File: src/rtl/gdr_pkg.sv
package gdr_pkg;
  localparam int NCH = 9;
  localparam int CW  = 10;
  localparam int AW  = 6;
  localparam int DW  = 16;
  localparam int LOAD_BIT = 15;
  localparam logic [AW-1:0] VCOM_ADDR = 6'h12;
  localparam logic [AW-1:0] HI_ADDR   = 6'h1E;
  localparam logic [AW-1:0] LO_ADDR   = 6'h1F;
  localparam logic [CW-1:0] CODE_MID  = 10'h200;
  localparam logic [CW-1:0] HI_RESET  = 10'h3FF;
  localparam logic [CW-1:0] LO_RESET  = 10'h000;

  // channel k decodes at address k, except the last channel (VCOM)
  function automatic logic [AW-1:0] chan_addr(input int k);
    return (k == NCH-1) ? VCOM_ADDR : AW'(k);
  endfunction
endpackage

File: src/rtl/gdr_vcom_limiter.sv
module gdr_vcom_limiter #(
  parameter int CW = 10
) (
  input  logic [CW-1:0] code,
  input  logic [CW-1:0] hi,
  input  logic [CW-1:0] lo,
  output logic [CW-1:0] limited
);
  logic bypass;
  always_comb begin
    bypass = (hi < lo);
    if (bypass)         limited = code;
    else if (code > hi) limited = hi;
    else if (code < lo) limited = lo;
    else                limited = code;
  end
endmodule

File: src/rtl/gdr_input_stage.sv
module gdr_input_stage
  import gdr_pkg::*;
#(
  parameter int N  = NCH,
  parameter int W  = CW,
  parameter int A  = AW
) (
  input  logic                clk,
  input  logic                rst_n,
  input  logic                gc_reset,
  input  logic                wr_fire,
  input  logic [A-1:0]        wr_addr,
  input  logic [W-1:0]        wr_code,
  input  logic                rcl_fire,
  input  logic [A-1:0]        rcl_addr,
  input  logic [W-1:0]        rcl_code,
  output logic [N-1:0][W-1:0] cur_in,
  output logic [N-1:0][W-1:0] nxt_in,
  output logic [W-1:0]        cur_hi,
  output logic [W-1:0]        cur_lo,
  output logic [W-1:0]        nxt_hi,
  output logic [W-1:0]        nxt_lo,
  output logic [N-1:0]        rcl_hit
);
  logic         upd_en;
  logic [A-1:0] upd_addr;
  logic [W-1:0] upd_code;

  // recall has priority; the top never fires both
  always_comb begin
    upd_en   = rcl_fire | wr_fire;
    upd_addr = rcl_fire ? rcl_addr : wr_addr;
    upd_code = rcl_fire ? rcl_code : wr_code;
  end

  for (genvar k = 0; k < N; k++) begin : g_chan
    localparam logic [A-1:0] MY_ADDR = chan_addr(k);
    always_comb begin
      nxt_in[k]  = (upd_en && upd_addr == MY_ADDR) ? upd_code : cur_in[k];
      rcl_hit[k] = rcl_fire && (rcl_addr == MY_ADDR);
    end
    always_ff @(posedge clk or negedge rst_n) begin
      if (!rst_n)        cur_in[k] <= CODE_MID;
      else if (gc_reset) cur_in[k] <= CODE_MID;
      else               cur_in[k] <= nxt_in[k];
    end
  end

  always_comb begin
    nxt_hi = (upd_en && upd_addr == HI_ADDR) ? upd_code : cur_hi;
    nxt_lo = (upd_en && upd_addr == LO_ADDR) ? upd_code : cur_lo;
  end

  always_ff @(posedge clk or negedge rst_n) begin
    if (!rst_n) begin
      cur_hi <= HI_RESET;
      cur_lo <= LO_RESET;
    end else if (gc_reset) begin
      cur_hi <= HI_RESET;
      cur_lo <= LO_RESET;
    end else begin
      cur_hi <= nxt_hi;
      cur_lo <= nxt_lo;
    end
  end
endmodule

File: src/rtl/gdr_output_stage.sv
module gdr_output_stage
  import gdr_pkg::*;
#(
  parameter int N = NCH,
  parameter int W = CW
) (
  input  logic                clk,
  input  logic                rst_n,
  input  logic                gc_reset,
  input  logic                load_all,
  input  logic [N-1:0]        load_one,
  input  logic [N-1:0][W-1:0] src,
  output logic [N-1:0][W-1:0] out_q
);
  for (genvar k = 0; k < N; k++) begin : g_out
    always_ff @(posedge clk or negedge rst_n) begin
      if (!rst_n)                       out_q[k] <= CODE_MID;
      else if (gc_reset)                out_q[k] <= CODE_MID;
      else if (load_all || load_one[k]) out_q[k] <= src[k];
    end
  end
endmodule

File: src/rtl/gamma_dac_regfile.sv
module gamma_dac_regfile
  import gdr_pkg::*;
(
  input  logic               clk,
  input  logic               rst_n,
  input  logic               gc_reset,
  input  logic               wr_valid,
  output logic               wr_ready,
  input  logic [AW-1:0]      wr_addr,
  input  logic [DW-1:0]      wr_data,
  input  logic               rcl_valid,
  input  logic [AW-1:0]      rcl_addr,
  input  logic [CW-1:0]      rcl_code,
  input  logic [AW-1:0]      rd_addr,
  output logic [DW-1:0]      rd_data,
  output logic [NCH*CW-1:0]  out_codes
);
  localparam int VC = NCH - 1;

  logic                    wr_fire;
  logic                    load_all;
  logic [NCH-1:0][CW-1:0]  cur_in;
  logic [NCH-1:0][CW-1:0]  nxt_in;
  logic [CW-1:0]           cur_hi, cur_lo, nxt_hi, nxt_lo;
  logic [NCH-1:0]          rcl_hit;
  logic [CW-1:0]           vcom_load, vcom_view;
  logic [NCH-1:0][CW-1:0]  src;
  logic [NCH-1:0][CW-1:0]  out_q;

  always_comb begin
    wr_ready = ~rcl_valid;
    wr_fire  = wr_valid & wr_ready;
    load_all = wr_fire & wr_data[LOAD_BIT];
  end

  gdr_input_stage #(.N(NCH), .W(CW), .A(AW)) u_in (
    .clk(clk), .rst_n(rst_n), .gc_reset(gc_reset),
    .wr_fire(wr_fire), .wr_addr(wr_addr), .wr_code(wr_data[CW-1:0]),
    .rcl_fire(rcl_valid), .rcl_addr(rcl_addr), .rcl_code(rcl_code),
    .cur_in(cur_in), .nxt_in(nxt_in),
    .cur_hi(cur_hi), .cur_lo(cur_lo), .nxt_hi(nxt_hi), .nxt_lo(nxt_lo),
    .rcl_hit(rcl_hit)
  );

  // clamp for the value entering the output stage (post-edge limits)
  gdr_vcom_limiter #(.CW(CW)) u_lim_load (
    .code(nxt_in[VC]), .hi(nxt_hi), .lo(nxt_lo), .limited(vcom_load)
  );

  // clamp for readback of the stored VCOM code (current limits)
  gdr_vcom_limiter #(.CW(CW)) u_lim_view (
    .code(cur_in[VC]), .hi(cur_hi), .lo(cur_lo), .limited(vcom_view)
  );

  always_comb begin
    for (int k = 0; k < VC; k++) src[k] = nxt_in[k];
    src[VC] = vcom_load;
  end

  gdr_output_stage #(.N(NCH), .W(CW)) u_out (
    .clk(clk), .rst_n(rst_n), .gc_reset(gc_reset),
    .load_all(load_all), .load_one(rcl_hit), .src(src), .out_q(out_q)
  );

  for (genvar k = 0; k < NCH; k++) begin : g_flat
    assign out_codes[k*CW +: CW] = out_q[k];
  end

  always_comb begin
    rd_data = '0;
    for (int k = 0; k < VC; k++)
      if (rd_addr == chan_addr(k)) rd_data = DW'(cur_in[k]);
    if (rd_addr == VCOM_ADDR) rd_data = DW'(vcom_view);
    if (rd_addr == HI_ADDR)   rd_data = DW'(cur_hi);
    if (rd_addr == LO_ADDR)   rd_data = DW'(cur_lo);
  end
endmodule

File: config.mk
export PLATFORM = sky130hd
export DESIGN_NAME = gamma_dac_regfile
export DESIGN_NICKNAME = d
export VERILOG_FILES = /design/src/rtl/gdr_pkg.sv /design/src/rtl/gdr_vcom_limiter.sv /design/src/rtl/gdr_input_stage.sv /design/src/rtl/gdr_output_stage.sv /design/src/rtl/gamma_dac_regfile.sv
export SDC_FILE = /design/constraint.sdc
export NUM_CORES = 1
export LEC_CHECK = 0
export BUFFER_PORTS_ARGS = -buffer_cell sky130_fd_sc_hd__buf_2
export CORE_AREA = 2 2 153 155
export DETAILED_ROUTE_END_ITERATION = 8
export DIE_AREA = 0 0 155 157
export GPL_ROUTABILITY_DRIVEN = 1
export PLACE_DENSITY = 0.69
export SKIP_LAST_GASP = 1
export SYNTH_ARGS = -nofsm -noshare
export SYNTH_HDL_FRONTEND = slang
export SYNTH_SLANG_ARGS = --single-unit
File: constraint.sdc
create_clock -name clk -period 3.4 [get_ports clk]
set_clock_uncertainty 0.1 [all_clocks]
set_input_delay 0.34 -clock clk [delete_from_list [all_inputs] [get_ports clk]]
set_output_delay 0.34 -clock clk [all_outputs]
set_load 0.1 [all_outputs]
# Word-level counts from Yosys, hierarchy flattened

Index checks and enable logic that the tools add are counted.

Register bits: 200
Bits of input ports: 49
Output and inout bits: 107
Logic and storage cells: 158

$lt $le $gt $ge: 6
Equality and inequality tests: 28
Multiplexer cells: 59
Bitwise operators: 4
Reductions and logical operators: 41

Operator list:

| operator           | number |
|---|---|
| $mux 10            | 48 |
| $mux 16            | 10 |
| $eq 6x3->1 const B | 12 |
| $eq 6x5->1 const B | 7 |
| $lt 10x10->1       | 4 |
| $eq 6x2->1 const B | 6 |
| $gt 10x10->1       | 2 |
| $logic_and 1x1->1  | 20 |
| $eq 6x1->1 const B | 3 |
| $logic_not 6->1    | 3 |
| $reduce_bool 2->1  | 9 |
| $logic_or 1x1->1   | 9 |
| $mux 6             | 1 |
| $and 1x1->1        | 2 |
| $not 1->1          | 1 |
| $or 1x1->1         | 1 |

# Depth between registers and ports, before layout

Gate-level depths: netlist (run 1).

Depth after elaboration: 12
Mapped depth: 18
Mapped depth without buffers: 16

# Hierarchy

A second synthesis (run 1) with hierarchy kept.

Cell total of the unflattened synthesis: 1,399
Area, all modules: 12,719.7 µm²

Modules (own cells, without submodules):

| module            | times used | cells each | area each (µm²) | seq. area each (µm²) |
|---|---|---|---|---|
| gdr_input_stage   | 1          | 593        | 5,476.5         | 2,776.4 |
| gdr_output_stage  | 1          | 408        | 4,171.5         | 2,263.4 |
| gdr_vcom_limiter  | 2          | 123        | 991.0           | 0.0 |
| gamma_dac_regfile | 1          | 152        | 1,089.8         | 0.0 |

# Least setup slack after synthesis (run 1)

Ideal clock, no wire load.

Path type: reg2out
From: reg u_in.cur_hi[7]
To: out rd_data[0]
Data arrival time: 3,863 ps
Data required time: 2,960 ps
Slack: -903 ps
Stages on the path, launching flop included: 12
Path buffers: 1
Cell sequence: dfstp_2 > inv_1 > ha_1 > and4_1 > and3_1 > a221oi_1 > a32oi_1 > nor3_1 > or2_2 > clkbuf_1 > a211o_1 > a31oi_1

Longest elaborated chain between the ends: 6
Elaborated cells on any way between the ends: 7
Those cells by class: 2 x order compare; 5 x mux

RTL lines:

| item                   | line                    | RTL |
|---|---|---|
| from (decl)            | gdr_input_stage.sv:19   | `output logic [W-1:0] cur_hi,` |
| from (signal assigned) | gdr_input_stage.sv:62   | `cur_hi <= nxt_hi;` |
| $gt 10x10->1           | gdr_vcom_limiter.sv:13  | `else if (code > hi) limited = hi;` |
| $mux 10                | gdr_vcom_limiter.sv:13  |  |
| $mux 10 *              | gdr_vcom_limiter.sv:12  | `if (bypass) limited = code;` |
| $mux 16 *              | gamma_dac_regfile.sv:73 | `if (rd_addr == VCOM_ADDR) rd_data = DW'(vcom_view);` |
| $mux 16 *              | gamma_dac_regfile.sv:74 | `if (rd_addr == HI_ADDR) rd_data = DW'(cur_hi);` |
| $mux 16 *              | gamma_dac_regfile.sv:75 | `if (rd_addr == LO_ADDR) rd_data = DW'(cur_lo);` |
| to (decl)              | gamma_dac_regfile.sv:15 | `output logic [DW-1:0] rd_data,` |

Every way passes the cells marked *; elsewhere a longest branch is shown, timed or not.

# Worst setup path after layout (run 1)

From: reg u_in.cur_hi[9]
To: out rd_data[3]

The elaborated chain is that of the path after synthesis.

==> impl_metrics.py, run 1 <==
metrics = {
    "run_status": {
        "status": "complete, but fails checks",
        "violations": "negative setup slack",
    },
    "floorplan": {
        "die_h_um": 157,
        "fp.dieW_um": 155,
        "initial_core_util_pct": 47.8,
        "pin_count": 156,
        "rows": 55,
        "coreArea_um2": 22500,
        "die-area_um2": 24300,
    },
    "synth": {
        "yosysTopAreaCellShare_pct": 40.0,
        "syn_area_um2": 10800,
        "synth_edf_count": 0,
        "ys_async_sr_fraction_pct": 100,
        "seq_area_frac_synth_pct": 46.8,
        "yosys.area.top_type": "dfrtp_1",
        "synthCells": 1110,
        "ys.flop_type": "dfrtp_1",
        "yosysWarningCount": 0,
        "ys_types": 66,
        "synth_area_leaders": "dfrtp_1, dfstp_2, ha_1",
        "ys_seq_elements": 200,
        "syn_avg_cell_area_um2": 9.70,
    },
    "timing": {
        "fmaxAchievable_ghz": 0.272,
        "fin_hold_ws_ns": 0.242,
        "period_needed_ns": 3.68,
        "worstMarginPinSlew_ns": 1.03,
        "setup_viol": 20,
        "fin_crit_sh_pct": 108,
        "hold_viol": 0,
        "relSlewSlack_pct": 31.5,
        "drv_slew": 0,
        "rsz0062_at_grt": "true",
        "setup_ws_ns": -0.280,
    },
    "worst_setup_path": {
        "reg2reg_depth": 15,
        "cp-end-kind": "output port",
        "r2r-start": "u_in.cur_hi[7]",
        "crit_chain": "inv_2 -> ha_4 -> and4_4 -> and3_4 -> a221oi_2 -> a32oi_2 -> nor3_2 -> or2_4 -> a211o_1 -> a31oi_4 -> buf_12",
        "cp.depth": 11,
        "crit_buf_inv": 2,
        "r2r-end": "u_out.out_q[82]",
        "cp_data_required_time_ns": 2.96,
        "startpoint_type": "register",
        "cpMaxStageDelayCell": "dfstp_2",
        "critPathArrivalTime_ns": 3.24,
        "critical-path-top-delay-family": "compound AO/OA/AOI/OAI gates",
        "slowest_delay_ns": 0.60,
        "crit_path_max_fanout": 5,
        "reg2reg_slack_ns": 0.28,
        "crit_type": "register to output port",
    },
    "finish": {
        "layout_common_cells": "dfrtp_1, buf_4, buf_2",
        "nNetsFinal": 1474,
        "drive_gt1_share_pct": 35.6,
        "layout_commonest_cell": "dfrtp_1",
        "syn_to_final_growth_pct": 29.9,
        "n_fill_cell": 1878,
    },
    "grt": {
        "grt_pass1_vias": 9484,
        "grt_usage_pct": 28.9,
        "grt_pass1_wl_um": 53800,
        "grt_max_degree": 85,
        "antenna_found_initial": 3,
        "gr-total-overflow": 0,
    },
    "placed_design": {
        "place_hpwl_um": 25600,
        "port_buffers": 144,
        "gp_congestion": 0.943,
    },
    "hold_path": {
        "hp-class": "input port to register",
        "hold_path_end": "u_in.cur_in[11]",
        "min_path_cells": 2,
        "min_from": "gc_reset",
    },
    "cts": {
        "cts_tree": "yes",
        "clock_latency_ns": 0.44,
        "cts.sinks": 200,
        "numCtsBuffers": 17,
        "path_clk_slew_ns": 0.08,
        "htreeDepth": 4,
        "clock_path_buffers": 2,
        "cts_root_buffer": "clkbuf_16",
    },
    "detailed_routing": {
        "routedWlPerCell_um": 20.5,
        "antenna_left": 0,
        "drtIter0Drc": 808,
        "firstDrtPassIters": 5,
        "routed_wl_um": 34400,
        "viasPerCell": 5.81,
        "num_vias": 9718,
        "drc": 0,
    },
    "power_and_ir_drop": {
        "power.leakage_nw": 6.61,
        "power_mw": 5.23,
        "worst_ir_drop_vdd_uv": 366,
        "power.density_nw_per_um2": 374,
    },
    "flow_run": {
        "cap_violations": 0,
    },
}
-- how the worst max path moves through the flow --
| stage | from | to | slack [ns] |
|---|---|---|---|
| finish | u_in.cur_hi[9] | rd_data[3] | -0.28 |
| global route | u_in.cur_hi[9] | rd_data[1] | -0.37 |
| CTS | u_in.cur_hi[9] | rd_data[1] | -0.27 |
| detailed placement | rcl_valid | u_out.out_q[89] | -0.63 |
| global placement | rcl_valid | u_out.out_q[89] | -0.59 |
| floorplan | wr_addr[3] | u_out.out_q[89] | -0.53 |
-- final cells by class --
| class | count | area, um2 | share of cell area [%] |
|---|---|---|---|
| Antenna cell | 1 | 2.50 | 0.0179 |
| Clock buffer | 17 | 425 | 3.04 |
| Timing Repair Buffer | 315 | 2200 | 15.8 |
| Multi-Input combinational cell | 791 | 5590 | 39.9 |
| Tap cell | 285 | 357 | 2.55 |
| Sequential cell | 200 | 5040 | 36.0 |
| Clock inverter | 15 | 180 | 1.29 |
| Inverter | 50 | 188 | 1.34 |
-- cell families (layout without fill, tap and decap cells) --
family | after synthesis | count (layout) | share of synthesized area (%)
multiplexers | 78 | 78 | 8.35
AND/OR/NAND/NOR | 339 | 340 | 14.2
XOR/XNOR | 3 | 3 | 0.244
buffers and inverters | 125 | 397 | 4.77
other | 1 | 7 | 0.0348
flip-flops | 200 | 200 | 46.8
adder cells (fa/ha/maj) | 51 | 51 | 5.92
AO/OA/AOI/OAI | 313 | 313 | 19.6
-- timing repair --
| action | in CTS | in global routing |
|---|---|---|
| pin swaps | 38 | 10 |
| hold endpoints to repair | 71 | 0 |
| setup buffers | 10 | 2 |
| cloned | 3 | 0 |
| endpoints found under the setup margin | 20 | 20 |
| hold buffers | 1 | 0 |
| gates resized for setup | 34 | 15 |
-- cells in the mapped netlist, drive strengths merged, types with 4 or more instances --
cell type / instances
nand3: 5
nor2: 128
clkbuf: 63
a21oi: 37
nor3: 10
and2: 6
mux2i: 20
ha: 50
o22ai: 11
buf: 12
nor3b: 5
dfrtp: 172
mux2: 55
a211oi: 36
a222oi: 5
dfstp: 28
a21o: 16
or3b: 4
a221oi: 15
a31oi: 15
a22oi: 17
inv: 50
o31ai: 37
nand2: 129
a211o: 10
o221ai: 10
o21ai: 91
nor4: 4
nand2b: 26
-- metrics by stage --
stage	utilization [%]	instances	setup slack (ns)	TNS (ns)	instance area, um2
after detailed placement	58.0	1626	-0.634	-6.36	13000
after floorplan	-	1115	-0.526	-5.24	11000
after global routing	62.1	1674	-0.369	-5.41	14000
after global placement	58.0	1626	-0.586	-5.57	13000
final	62.1	1674	-0.280	-3.10	14000
after CTS	61.8	1671	-0.270	-3.54	13900
-- report_power, final --
group	switching (mW)	leakage [nW]	internal (mW)
clock	1.02	0.288	1.06
combinational	0.509	3.63	0.216
sequential	0.0192	2.69	2.41
-- registers in the layout (all words and copies together), names as in the netlist --
register and cells:
u_in.cur_lo 10, u_in.cur_hi 10, u_in.cur_in 90, u_out.out_q 90
-- per-layer routing --
metal	GRT usage, %	vias up	share of wire (%)	wire (um)
met4	10.4	0	2.9	998
met2	48.3	407	48	16600
met3	4.82	64	6.9	2390
li1	-	4508	-	-
met5	0	-	0	0
met1	38.3	4739	42	14400
Power figures use the tool's default switching activity.
==> run 2, diff against run 1 <==
GPL_TIMING_DRIVEN = 0   (was unset)
==> run 2 against run 1 <==
  * Count of clock-buffer cells in the layout up 1
  * Flip-flop and latch count unchanged
  * Register-to-register slack got worse by 0.09 ns
  * The run ends with max-capacitance violations, negative setup slack left
  * Routed wire length increased by 2.7%
  * Highest routed layer unchanged
  * Sequential power hardly changed
  * Critical endpoint is now rd_data[4]
  * Via count fell by 0.48%
  * Largest cell class unchanged
==> impl_metrics.py, run 2 (synthesis results as in run 1) <==
metrics = {
    "run_status": {
        "status": "complete, but fails checks",
        "violations": "max-capacitance violations, negative setup slack",
    },
    "power_and_ir_drop": {
        "power.leakage_nw": 6.19,
        "power_frac_seq_pct": 46.7,
        "p_int_mw": 3.59,
        "power_mw": 5.20,
        "clkPwrFrac_pct": 39.9,
        "worst_ir_drop_vdd_uv": 304,
        "switching_share_pct": 31.0,
        "power.density_nw_per_um2": 384,
        "p_sw_mw": 1.61,
        "combPwrFrac_pct": 13.4,
    },
    "cts": {
        "cts_tree": "yes",
        "clock_path_buffers": 2,
        "numCtsBuffers": 17,
        "cts.sinks": 200,
        "clock_latency_ns": 0.45,
        "path_clk_slew_ns": 0.09,
        "cts_root_buffer": "clkbuf_16",
        "htreeDepth": 4,
    },
    "timing": {
        "setup_viol": 20,
        "rsz0062_at_grt": "true",
        "hold_viol": 0,
        "fmaxAchievable_ghz": 0.267,
        "period_needed_ns": 3.74,
        "setup_ws_ns": -0.338,
        "relSlewSlack_pct": 1.48,
        "worstMarginPinSlew_ns": 1.44,
        "drv_slew": 0,
        "fin_crit_sh_pct": 110,
        "fin_hold_ws_ns": 0.271,
    },
    "worst_setup_path": {
        "r2r-start": "u_in.cur_hi[6]",
        "crit_path_max_fanout": 5,
        "slowest_delay_ns": 0.57,
        "cpMaxStageDelayCell": "dfstp_2",
        "startpoint_type": "register",
        "crit_end": "rd_data[4]",
        "cp-end-kind": "output port",
        "cp_data_required_time_ns": 2.96,
        "reg2reg_depth": 14,
        "r2r-end": "u_out.out_q[89]",
        "crit_chain": "inv_2 -> ha_4 -> and4_4 -> and3_4 -> a221oi_4 -> a32oi_4 -> nor3_2 -> or2_4 -> a211o_1 -> a31oi_4 -> buf_12",
        "critPathArrivalTime_ns": 3.30,
        "reg2reg_slack_ns": 0.19,
        "critical_path.startpoint": "u_in.cur_hi[9]",
        "crit_type": "register to output port",
    },
    "detailed_routing": {
        "routedWlPerCell_um": 21.9,
        "drc": 0,
        "routed_wl_um": 35300,
        "viasPerCell": 6.01,
        "num_vias": 9671,
        "firstDrtPassIters": 6,
        "antenna_left": 0,
        "drtIter0Drc": 940,
    },
    "finish": {
        "drive_gt1_share_pct": 30.7,
        "reg_top3": "u_in.cur_in (90), u_out.out_q (90)",
        "nNetsFinal": 1409,
        "layout_common_cells": "dfrtp_1, buf_2, nor2_1",
        "syn_to_final_growth_pct": 25.7,
        "layout_commonest_cell": "dfrtp_1",
        "final_cells": 1608,
        "diodes": 0,
    },
    "floorplan": {
        "die-area_um2": 24300,
        "coreArea_um2": 22500,
        "rows": 55,
        "initial_core_util_pct": 47.8,
        "fp.dieW_um": 155,
        "die_h_um": 157,
        "pin_count": 156,
    },
    "placed_design": {
        "gp_congestion": 0.948,
        "place_hpwl_um": 25300,
        "dp.cells": 1545,
        "port_buffers": 144,
    },
    "hold_path": {
        "hp-class": "input port to register",
    },
    "grt": {
        "grt_max_degree": 114,
        "grt_pass1_wl_um": 53200,
        "grt_usage_pct": 28.9,
        "use_met3_pct": 6.72,
        "antenna_found_initial": 0,
        "grtUsageMet2_pct": 48.0,
        "gr-total-overflow": 0,
        "busiest_layer": "met2",
        "grtUsageMet1_pct": 36.9,
        "grt_pass1_vias": 9472,
    },
    "flow_run": {
        "cap_violations": 1,
    },
}
[run 2: changes by cell type in the layout (fill, tap and decap cells not counted), sizes merged]
cell / change
nand4b: +1
buf: -122
a22oi: +1
clkinvlp: -2
diode: -1
clkbuf: +56
bufinv: -1
clkinv: +2
[run 2: layout make-up]
| type | instances | area [um2] |
|---|---|---|
| buffer | 72 | 395 |
| clock buffer | 18 | 429 |
| clock inverter | 14 | 176 |
| fill | 1897 | 8970 |
| inverter | 50 | 188 |
| multi-input combinational | 793 | 5780 |
| sequential | 200 | 5040 |
| tap | 285 | 357 |
| timing repair buffer | 176 | 1160 |
[run 2: per-layer routing]
layer  vias to the layer above  share of wire [%]  wire length [um]
li1                       4398                  -                 -
met1                      4770                 40             14300
met2                       421                 49             17100
met3                        82                7.6              2680
met4                         0                3.5              1220
met5                         -                  0                 0
[run 2: worst min path at each step]
stage,to,from,slack (ns),cells after the start
2_1_floorplan,u_in.cur_in[0],rst_n,-0.06,0
3_3_place_gp,u_out.out_q[14],u_out.out_q[14],0.36,2
3_5_place_dp,u_out.out_q[88],rst_n,0.27,1
4_1_cts,u_in.cur_hi[8],wr_data[8],0.29,4
5_1_grt,u_in.cur_hi[8],wr_data[8],0.29,4
6_report,u_in.cur_hi[7],wr_data[7],0.27,5
[run 2: critical path, delay by kind of cell (launching register included)]
family                   cells  cell delay, ns
AO/OA/AOI/OAI                4            0.86
adder cells (fa/ha/maj)      1            0.29
buffers and inverters        2            0.27
flip-flops                   1            0.57
AND/OR/NAND/NOR              4            0.86
[run 2: stage by stage]
step                      area (um2)  setup slack [ns]  setup TNS (ns)  utilization [%]
after floorplan                11000            -0.526           -5.24                -
after global placement         12000             -1.76         -277.91             53.5
after detailed placement       12100             -1.91          -22.83             53.6
after CTS                      13100            -0.320           -5.39             58.1
after global routing           13500            -0.470           -6.19             60.1
final                          13500            -0.338           -4.44             60.1
[run 2: power groups by stage]
stage	Sequential [mW]	Combinational [mW]	Clock [mW]
floorplan	2.58	0.302	0
global placement	2.47	0.625	0
detailed placement	2.47	0.638	0
CTS	2.43	0.665	2.10
global route	2.43	0.740	2.20
finish	2.43	0.699	2.07
[run 2: repair_timing]
item	CTS	global route
setup buffers	12	17
hold buffers	1	0
cloned	3	2
endpoints found under the hold margin	79	0
resized for setup	90	79
pin swaps	29	25
setup endpoints to repair	20	20
==> run 3, diff against run 2 <==
==> constraint.sdc (replaced) <==
create_clock -name clk -period 3.4 [get_ports clk]
set_clock_uncertainty 0.1 [all_clocks]
set_input_delay 0.85 -clock clk [delete_from_list [all_inputs] [get_ports clk]]
set_output_delay 0.85 -clock clk [all_outputs]
set_load 0.1 [all_outputs]
==> run 3 against run 2 <==
  * The flow finishes with violations (negative setup slack)
  * Sequential power hardly changed
  * Die area is the same
  * Register-to-register slack barely moved
  * Count of clock-buffer cells in the layout stayed put
  * Via count up 0.53%
  * Final area increased by 1.5%
  * Total power decreased by 0.56%
==> impl_metrics.py, run 3 (synthesis results as in run 1) <==
metrics = {
    "run_status": {
        "status": "complete, but fails checks",
        "violations": "negative setup slack",
    },
    "finish": {
        "multi_input_area_um2": 5830,
        "layout_commonest_cell": "dfrtp_1",
        "fin_area_um2": 13700,
        "diodes": 0,
        "n_fill_cell": 1866,
        "drive_gt1_share_pct": 32.8,
        "reg_top3": "u_in.cur_in (90), u_out.out_q (90)",
        "nNetsFinal": 1419,
        "layout_common_cells": "dfrtp_1, buf_2, nor2_1",
        "fin_util_pct": 61.0,
        "register_area_um2": 5040,
        "syn_to_final_growth_pct": 27.6,
        "final_cells": 1618,
    },
    "detailed_routing": {
        "drc": 0,
        "drtIter0Drc": 1016,
        "viasPerCell": 6.01,
        "num_vias": 9722,
        "routed_wl_um": 35000,
        "firstDrtPassIters": 6,
        "routedWlPerCell_um": 21.6,
        "antenna_left": 0,
    },
    "timing": {
        "drv_slew": 0,
        "worstMarginPinSlew_ns": 1.35,
        "hold_viol": 0,
        "relSlewSlack_pct": 10.2,
        "fmaxAchievable_ghz": 0.237,
        "period_needed_ns": 4.22,
        "setup_ws_ns": -0.824,
        "setup_viol": 20,
        "fin_crit_sh_pct": 124,
        "rsz0062_at_grt": "true",
    },
    "worst_setup_path": {
        "startpoint_type": "register",
        "critical_path.startpoint": "u_in.cur_hi[9]",
        "r2r-end": "u_out.out_q[89]",
        "cp-end-kind": "output port",
        "reg2reg_slack_ns": 0.18,
        "cp_data_required_time_ns": 2.45,
        "r2r-start": "u_in.cur_hi[7]",
        "crit_path_max_fanout": 5,
        "critPathArrivalTime_ns": 3.27,
        "crit_type": "register to output port",
        "reg2reg_depth": 15,
    },
    "cts": {
        "path_clk_slew_ns": 0.08,
        "cts_tree": "yes",
        "numCtsBuffers": 17,
        "cts.sinks": 200,
        "htreeDepth": 4,
        "clock_path_buffers": 2,
        "clock_latency_ns": 0.46,
        "cts_root_buffer": "clkbuf_16",
        "cts_hold_buf": 0,
    },
    "placed_design": {
        "gp_congestion": 0.957,
        "port_buffers": 144,
        "dp.cells": 1546,
        "place_hpwl_um": 25400,
        "place_area_um2": 12200,
    },
    "power_and_ir_drop": {
        "p_int_mw": 3.60,
        "clkPwrFrac_pct": 39.0,
        "power_frac_seq_pct": 47.0,
        "p_sw_mw": 1.57,
        "switching_share_pct": 30.3,
        "combPwrFrac_pct": 14.0,
        "power.density_nw_per_um2": 376,
        "power.leakage_nw": 6.29,
        "worst_ir_drop_vdd_uv": 283,
    },
    "grt": {
        "grt_pass1_vias": 9626,
        "gr-total-overflow": 0,
        "grt_usage_pct": 28.8,
        "antenna_found_initial": 1,
        "grt_max_degree": 77,
        "grt_pass1_wl_um": 53200,
    },
    "floorplan": {
        "rows": 55,
        "coreArea_um2": 22500,
        "initial_core_util_pct": 47.8,
        "die_h_um": 157,
        "pin_count": 156,
        "die-area_um2": 24300,
        "fp.dieW_um": 155,
    },
    "hold_path": {
        "hp-class": "input port to async pin",
    },
    "flow_run": {
        "cap_violations": 0,
    },
}
==> run 3: timing repair <==
item | in CTS | in global routing
pin swaps | 19 | 21
resized for setup | 123 | 42
setup endpoints to repair | 26 | 26
setup buffers | 27 | 9
cloned | 2 | 3
==> run 3: cell type report <==
cell class | instances | share of cell area (%)
Clock inverter | 14 | 0.965
Sequential cell | 200 | 36.7
Multi-Input combinational cell | 792 | 42.4
Buffer | 74 | 3.32
Clock buffer | 18 | 3.20
Tap cell | 285 | 2.60
Timing Repair Buffer | 185 | 9.45
Inverter | 50 | 1.37
==> run 3: power by group through the flow <==
stage	clock, mW	combinational [mW]	sequential, mW
floorplan	0	0.307	2.58
global placement	0	0.633	2.47
detailed placement	0	0.648	2.47
CTS	2.02	0.698	2.43
global route	2.13	0.767	2.43
finish	2.02	0.726	2.43
==> run 3: worst max path at each step <==
stage          depth (start not counted)  slack [ns]              end
3_5_place_dp                          18       -2.28  u_out.out_q[84]
4_1_cts                               11       -0.79       rd_data[3]
2_1_floorplan                         16       -1.04  u_out.out_q[89]
5_1_grt                               13       -0.90       rd_data[6]
3_3_place_gp                          16       -2.23  u_out.out_q[89]
6_report                              11       -0.82       rd_data[2]
==> run 3: through the flow <==
step / setup WS (ns) / setup TNS (ns) / power [mW] / hold slack (ns)
5_1_grt: -0.898 / -16.69 / 5.33 / 0.240
6_report: -0.824 / -14.41 / 5.17 / 0.189
2_1_floorplan: -1.04 / -14.18 / 2.89 / 0.433
3_3_place_gp: -2.23 / -416.82 / 3.11 / 0.362
4_1_cts: -0.793 / -13.91 / 5.15 / 0.225
3_5_place_dp: -2.28 / -68.53 / 3.12 / 0.364
==> run 3: per-layer routing <==
metal | vias up | track usage (%) | part of all wire (%)
met5 | - | 0 | 0.037
met2 | 475 | 47.6 | 48
li1 | 4428 | - | -
met3 | 85 | 5.45 | 8.3
met4 | 2 | 11.6 | 3.4
met1 | 4732 | 37.6 | 41
==> run 3: critical path: stages, from the launching register on <==
cell and delay, ns:
dfstp_2 0.58, inv_2 0.06, ha_4 0.26, and4_4 0.24
and3_4 0.20, a221oi_2 0.07, a32oi_2 0.27, nor3_2 0.09
or2_4 0.29, a211o_1 0.29, a31oi_4 0.25, buf_12 0.20
